$ cat src/rtl/sst_pkg.sv
package sst_pkg;
  typedef enum logic {PH_LOW = 1'b0, PH_HIGH = 1'b1} sclk_phase_t;
  localparam int SYNC_STAGES = 2;
endpackage

$ cat src/rtl/sst_edge_sync.sv
module sst_edge_sync
  import sst_pkg::*;
#(
  parameter int STAGES = SYNC_STAGES
) (
  input  logic clk,
  input  logic rst,
  input  logic async_in,
  input  logic edge_sel,
  output logic act_edge,
  output logic inact_edge
);
  logic [STAGES-1:0] sync_q;
  logic              prev_q;
  logic              rise, fall;

  generate
    genvar g;
    for (g = 0; g < STAGES; g++) begin : g_stage
      if (g == 0) begin : g_first
        always_ff @(posedge clk) begin
          if (rst) sync_q[g] <= 1'b0;
          else     sync_q[g] <= async_in;
        end
      end else begin : g_next
        always_ff @(posedge clk) begin
          if (rst) sync_q[g] <= 1'b0;
          else     sync_q[g] <= sync_q[g-1];
        end
      end
    end
  endgenerate

  always_ff @(posedge clk) begin
    if (rst) prev_q <= 1'b0;
    else     prev_q <= sync_q[STAGES-1];
  end

  assign rise = sync_q[STAGES-1] & ~prev_q;
  assign fall = ~sync_q[STAGES-1] & prev_q;

  always_comb begin
    act_edge   = edge_sel ? fall : rise;
    inact_edge = edge_sel ? rise : fall;
  end
endmodule

$ cat src/rtl/sst_clkgen.sv
module sst_clkgen #(
  parameter int DIV_W = 8
) (
  input  logic             clk,
  input  logic             rst,
  input  logic             restart,
  input  logic             run,
  input  logic [DIV_W-1:0] half_cfg,
  output logic             tick
);
  logic [DIV_W-1:0] cnt_q;

  always_comb tick = run && !restart && (cnt_q == half_cfg);

  always_ff @(posedge clk) begin
    if (rst || restart)  cnt_q <= '0;
    else if (run) begin
      if (cnt_q == half_cfg) cnt_q <= '0;
      else                   cnt_q <= cnt_q + 1'b1;
    end
  end
endmodule

$ cat src/rtl/sst_shifter.sv
module sst_shifter
  import sst_pkg::*;
#(
  parameter int DATA_W = 8
) (
  input  logic              clk,
  input  logic              rst,
  input  logic              start,
  input  logic [DATA_W-1:0] start_data,
  input  logic              start_ext,
  input  logic              tick,
  input  logic              act_edge,
  input  logic              inact_edge,
  output logic              txd,
  output logic              sclk,
  output logic              busy,
  output logic              ext_q,
  output logic              fin
);
  localparam int CNT_W = $clog2(DATA_W + 1);
  localparam logic [CNT_W-1:0] LAST = CNT_W'(DATA_W);

  logic [DATA_W-1:0] sreg_q;
  logic [CNT_W-1:0]  sent_q;
  sclk_phase_t       phase_q;
  logic              all_out;

  assign all_out = (sent_q == LAST);

  always_comb begin
    if (!busy)       fin = 1'b0;
    else if (ext_q)  fin = inact_edge && all_out;
    else             fin = tick && (phase_q == PH_HIGH) && all_out;
  end

  always_ff @(posedge clk) begin
    if (rst) begin
      sreg_q  <= '0;
      sent_q  <= '0;
      phase_q <= PH_HIGH;
      txd     <= 1'b1;
      sclk    <= 1'b1;
      busy    <= 1'b0;
      ext_q   <= 1'b0;
    end else if (start) begin
      busy  <= 1'b1;
      ext_q <= start_ext;
      sclk  <= 1'b1;
      if (start_ext) begin
        sreg_q  <= start_data;
        sent_q  <= '0;
        phase_q <= PH_HIGH;
      end else begin
        txd     <= start_data[0];
        sreg_q  <= start_data >> 1;
        sent_q  <= CNT_W'(1);
        phase_q <= PH_LOW;
        sclk    <= 1'b0;
      end
    end else if (busy) begin
      if (fin) begin
        busy <= 1'b0;
        sclk <= 1'b1;
      end else if (ext_q) begin
        if (act_edge && !all_out) begin
          txd    <= sreg_q[0];
          sreg_q <= sreg_q >> 1;
          sent_q <= sent_q + 1'b1;
        end
      end else if (tick) begin
        if (phase_q == PH_LOW) begin
          sclk    <= 1'b1;
          phase_q <= PH_HIGH;
        end else begin
          sclk    <= 1'b0;
          phase_q <= PH_LOW;
          txd     <= sreg_q[0];
          sreg_q  <= sreg_q >> 1;
          sent_q  <= sent_q + 1'b1;
        end
      end
    end
  end
endmodule

$ cat src/rtl/sync_ser_tx.sv
module sync_ser_tx #(
  parameter int DATA_W = 8,
  parameter int DIV_W  = 8
) (
  input  logic              clk,
  input  logic              rst,
  input  logic              wr_en,
  input  logic [DATA_W-1:0] wr_data,
  input  logic              clr_done,
  input  logic              clr_ovr,
  input  logic              ext_mode,
  input  logic              edge_sel,
  input  logic [DIV_W-1:0]  half_cfg,
  input  logic              ext_sclk,
  output logic              sclk_out,
  output logic              txd,
  output logic              busy,
  output logic              done_flag,
  output logic              ovr_flag,
  output logic              tx_irq
);
  logic accept, tick, act_edge, inact_edge, ext_q, fin;

  assign accept = wr_en && !busy;

  sst_edge_sync u_sync (
    .clk        (clk),
    .rst        (rst),
    .async_in   (ext_sclk),
    .edge_sel   (edge_sel),
    .act_edge   (act_edge),
    .inact_edge (inact_edge)
  );

  sst_clkgen #(.DIV_W(DIV_W)) u_clkgen (
    .clk      (clk),
    .rst      (rst),
    .restart  (accept),
    .run      (busy && !ext_q),
    .half_cfg (half_cfg),
    .tick     (tick)
  );

  sst_shifter #(.DATA_W(DATA_W)) u_shift (
    .clk        (clk),
    .rst        (rst),
    .start      (accept),
    .start_data (wr_data),
    .start_ext  (ext_mode),
    .tick       (tick),
    .act_edge   (act_edge),
    .inact_edge (inact_edge),
    .txd        (txd),
    .sclk       (sclk_out),
    .busy       (busy),
    .ext_q      (ext_q),
    .fin        (fin)
  );

  always_ff @(posedge clk) begin
    if (rst) begin
      done_flag <= 1'b0;
      ovr_flag  <= 1'b0;
      tx_irq    <= 1'b0;
    end else begin
      tx_irq <= fin && !done_flag;
      if (fin)                      done_flag <= 1'b1;
      else if (accept || clr_done)  done_flag <= 1'b0;
      if (wr_en && busy)            ovr_flag  <= 1'b1;
      else if (clr_ovr)             ovr_flag  <= 1'b0;
    end
  end
endmodule

$ cat config.mk
export PLATFORM = sky130hd
export DESIGN_NAME = sync_ser_tx
export DESIGN_NICKNAME = d
export VERILOG_FILES = /design/src/rtl/sst_pkg.sv /design/src/rtl/sst_edge_sync.sv /design/src/rtl/sst_clkgen.sv /design/src/rtl/sst_shifter.sv /design/src/rtl/sync_ser_tx.sv
export SDC_FILE = /design/constraint.sdc
export NUM_CORES = 1
export LEC_CHECK = 0
export ABC_AREA = 0
export BUFFER_PORTS_ARGS = -buffer_cell sky130_fd_sc_hd__buf_4
export CAP_MARGIN = 20
export CELL_PAD_IN_SITES_DETAIL_PLACEMENT = 0
export CELL_PAD_IN_SITES_GLOBAL_PLACEMENT = 1
export CORE_ASPECT_RATIO = 1.2
export CORE_MARGIN = 5
export CORE_UTILIZATION = 38
export CTS_BUF_LIST = sky130_fd_sc_hd__clkbuf_4 sky130_fd_sc_hd__clkbuf_8
export CTS_CLUSTER_DIAMETER = 200
export DETAILED_ROUTE_END_ITERATION = 8
export PLACE_DENSITY = 0.89
export SLEW_MARGIN = 25
export SYNTH_ARGS = -nofsm -noshare
export SYNTH_HDL_FRONTEND = slang
export SYNTH_SLANG_ARGS = --single-unit
$ cat constraint.sdc
create_clock -name clk -period 2 [get_ports clk]
set_clock_uncertainty 0.05 [all_clocks]
set_input_delay 0.4 -clock clk [delete_from_list [all_inputs] [get_ports clk]]
set_output_delay 0.4 -clock clk [all_outputs]
set_load 0.01 [all_outputs]
==> flow_metrics.env <==
export IMPL_routedWlPerCell_um=12.6
export IMPL_synthToLayoutAreaGrowth_pct=30.5
export IMPL_hold_path_class="input pin to flop"
export IMPL_top_usage_layer="met2"
export IMPL_vias_per_cell=5.13
export IMPL_worstHoldPathCells=2
export IMPL_ios=30
export IMPL_drtAntennaViolNets=0
export IMPL_nets=270
export IMPL_die_area_um2=5720
export IMPL_die_w_um=69.9
export IMPL_h_tree_depth=2
export IMPL_wirelength_um=3760
export IMPL_hold_start="ext_sclk"
export IMPL_fin_crit_ns=1.91
export IMPL_max_freq_ghz=0.523
export IMPL_setup_viol=0
export IMPL_dpl_cell_area_um2=1990
export IMPL_worstHoldEndpoint="u_sync.sync_q[0]"
export IMPL_worst_setup_path_type="flop to flop"
export IMPL_peakVddDrop_mv=0.276
export IMPL_syn_nets=223
export IMPL_cp_max_fo=8
export IMPL_met2_usage_pct=24.0
export IMPL_placed_cells=287
export IMPL_place_congestion=0.792
export IMPL_finalInstanceArea_um2=2130
export IMPL_port_buffers=29
export IMPL_insertion_delay_ns=0.28
export IMPL_grt_overflow=0
export IMPL_hold_viol=0
export IMPL_synth_top_area_share_pct=37.9
export IMPL_relSlewSlack_pct=76.9
export IMPL_gr_usage_met3_pct=4.53
export IMPL_cp_end_kind="flop"
export IMPL_vias=1528
export IMPL_synth_edff_count=0
export IMPL_status="finished, final reports clean"
export IMPL_maxCapViolations=0
export IMPL_dp_hpwl_um=2750
export IMPL_tightest_slew_ns=0.345
export IMPL_pre_cts_ws_ns=-0.0674
export IMPL_cts_sinks=31
export IMPL_start_kind="flop"
export IMPL_reg2reg_slack_ns=0.09
export IMPL_crit_required_ns=2.16
export IMPL_grt_pass1_vias=1428
export IMPL_ff2ff_path_depth=9
export IMPL_initialDrtViolationCount=58
export IMPL_cts_buffers_inserted=5
export IMPL_fin_util_pct=50.5
export IMPL_start_util_pct=38.7
export IMPL_r2r_end="u_shift.sreg_q[1]"
export IMPL_layout_drive_gt1_share_pct=26.9
export IMPL_yosysWarningCount=0
export IMPL_yosysTopAreaCell="dfxtp_1"
export IMPL_stdcell_count=298
export IMPL_clkTransAtPathRegs_ns=0.06
export IMPL_pwr_density_cell_nw_per_um2=615
export IMPL_die_y_um=81.9
export IMPL_fillerInstances=411
export IMPL_cts_tree="built"
export IMPL_seq_area_frac_synth_pct=37.9
export IMPL_grt_util_all_layers_pct=13.5
export IMPL_post_route_drc_count=0
export IMPL_cts_root_buffer="clkbuf_8"
export IMPL_netlist_instances=196
export IMPL_antenna_found_initial=0
export IMPL_grt_use_met1_pct=15.6
export IMPL_grt_max_degree=26
export IMPL_clock_path_buffers=2
export IMPL_dr_pass1_iters=5
export IMPL_synthArstFlopShare_pct=0
export IMPL_timing_rr_start="u_shift.sent_q[0]"
export IMPL_rows=26
export IMPL_avgSynthCellArea_um2=8.34
export IMPL_tns_ns=0
export IMPL_ctsHoldBuffers=0
export IMPL_grt_pass1_wl_um=6270
export IMPL_setup_ws_ns=0.0886
export IMPL_core_um2=4230
export IMPL_n_antenna_cell=0
export IMPL_final_max_slew_viol_count=0
export IMPL_total_leakage_power_nw=0.917
export IMPL_yosys_top_cells_area="dfxtp_1 38%, a21oi_1 6.4%, xor2_1 6.4%"
export IMPL_netlist_area_um2=1640
export IMPL_ys_ff_latch=31
export IMPL_min_period_over_period_pct=95.6
export IMPL_synth_flop_cell="dfxtp_1"
export IMPL_synth_cell_types=38
export IMPL_arrival_ns=2.08
-- cell families after synthesis --
family | Yosys count | synth area share [%]
AO/OA/AOI/OAI | 42 | 14.6
adder cells (fa/ha/maj) | 3 | 2.30
AND/OR/NAND/NOR | 84 | 28.2
multiplexers | 9 | 5.51
buffers and inverters | 12 | 3.44
flip-flops | 31 | 37.9
XOR/XNOR | 15 | 8.03
-- critical path, stage by stage, from the launching register on --
cell and delay, ns:
dfxtp_2 0.32, inv_1 0.05, ha_1 0.20, and4b_1 0.24
nand2_1 0.07, nand4b_1 0.17, buf_4 0.15, nand2_4 0.07
or3_1 0.39, a21oi_2 0.12
-- metal layers --
layer | up-vias | part of all wire [%]
met3 | 5 | 5.6
met4 | 0 | 0.96
met5 | - | 0
met2 | 33 | 49
li1 | 789 | -
met1 | 701 | 44
-- registers in the layout, summed over array words and instances, names as in the netlist --
| register | cells |
|---|---|
| ovr_flag | 1 |
| u_shift.sent_q | 4 |
| u_shift.sreg_q | 8 |
| u_clkgen.cnt_q | 8 |
| done_flag | 1 |
| u_shift.sclk | 1 |
| u_shift.txd | 1 |
| u_shift.ext_q | 1 |
| tx_irq | 1 |
| u_shift.busy | 1 |
| u_sync.prev_q | 1 |
| u_sync.sync_q | 2 |
| u_shift.phase_q | 1 |
-- how the worst max path moves through the flow --
stage	endpoint	slack, ns	startpoint	depth (start not counted)
global placement	u_shift.sent_q[3]	-0.06	half_cfg[1]	7
detailed placement	u_shift.sent_q[3]	-0.07	half_cfg[1]	7
floorplan	u_shift.sreg_q[6]	0.05	u_shift.sent_q[0]	9
global route	u_shift.sent_q[0]	-0.02	u_shift.sent_q[0]	10
CTS	u_shift.sreg_q[1]	0.03	u_shift.sent_q[0]	8
finish	u_shift.sreg_q[1]	0.09	u_shift.sent_q[0]	9
-- metrics by stage --
step                      power, W  hold slack [ns]
after floorplan           0.000778            0.364
after global placement    0.000866            0.366
after detailed placement  0.000868            0.378
after CTS                  0.00132            0.282
after global routing       0.00138            0.287
final                      0.00131            0.283
-- placed cells by master, fill, tap and decap left out, types with 2 or more instances in the layout --
master and n:
nor3_1 4, xnor2_1 3, buf_4 49, a211oi_1 2, nand2b_1 4, nor3b_1 3
nor2_1 21, inv_1 2, nand3_1 4, dfxtp_1 30, mux2i_1 9, o211ai_1 2
clkbuf_8 5, nand4b_1 2, ha_1 3, nand2_1 11, a21oi_1 20, and3b_1 2
or3_1 9, nor2b_1 6, o21ai_0 12, nand4_1 5, and3_2 2, xor2_1 12
-- synthesized netlist by cell type (all sizes together) (4+ instances only) --
cell type  count
a21oi         21
and3           4
clkbuf         7
dfxtp         31
mux2i          9
nand2         12
nand2b         4
nand3          4
nand4          5
nor2          22
nor2b          7
nor3           4
o21ai         12
or3            9
xor2          12
-- repair_timing --
item                                    4_1_cts  5_1_grt
pin swaps                                     0        2
cloned                                        0        1
setup buffers                                 0        4
endpoints found under the setup margin        7       11
resized for setup                             1        8
-- cell type report --
class	instances	area (um^2)	share of cell area (%)
tap	56	70.1	3.28
multi-input combinational	154	991	46.4
sequential	31	622	29.1
clock buffer	6	76.3	3.58
inverter	2	7.51	0.352
timing repair buffer	49	368	17.2
-- power breakdown --
part           leakage, nW  internal (W)  switching [W]
logic                0.624      0.000104       0.000108
clock network       0.0406      0.000245       0.000206
registers            0.253      0.000638      0.0000121
(Power assumes the default switching activity.)
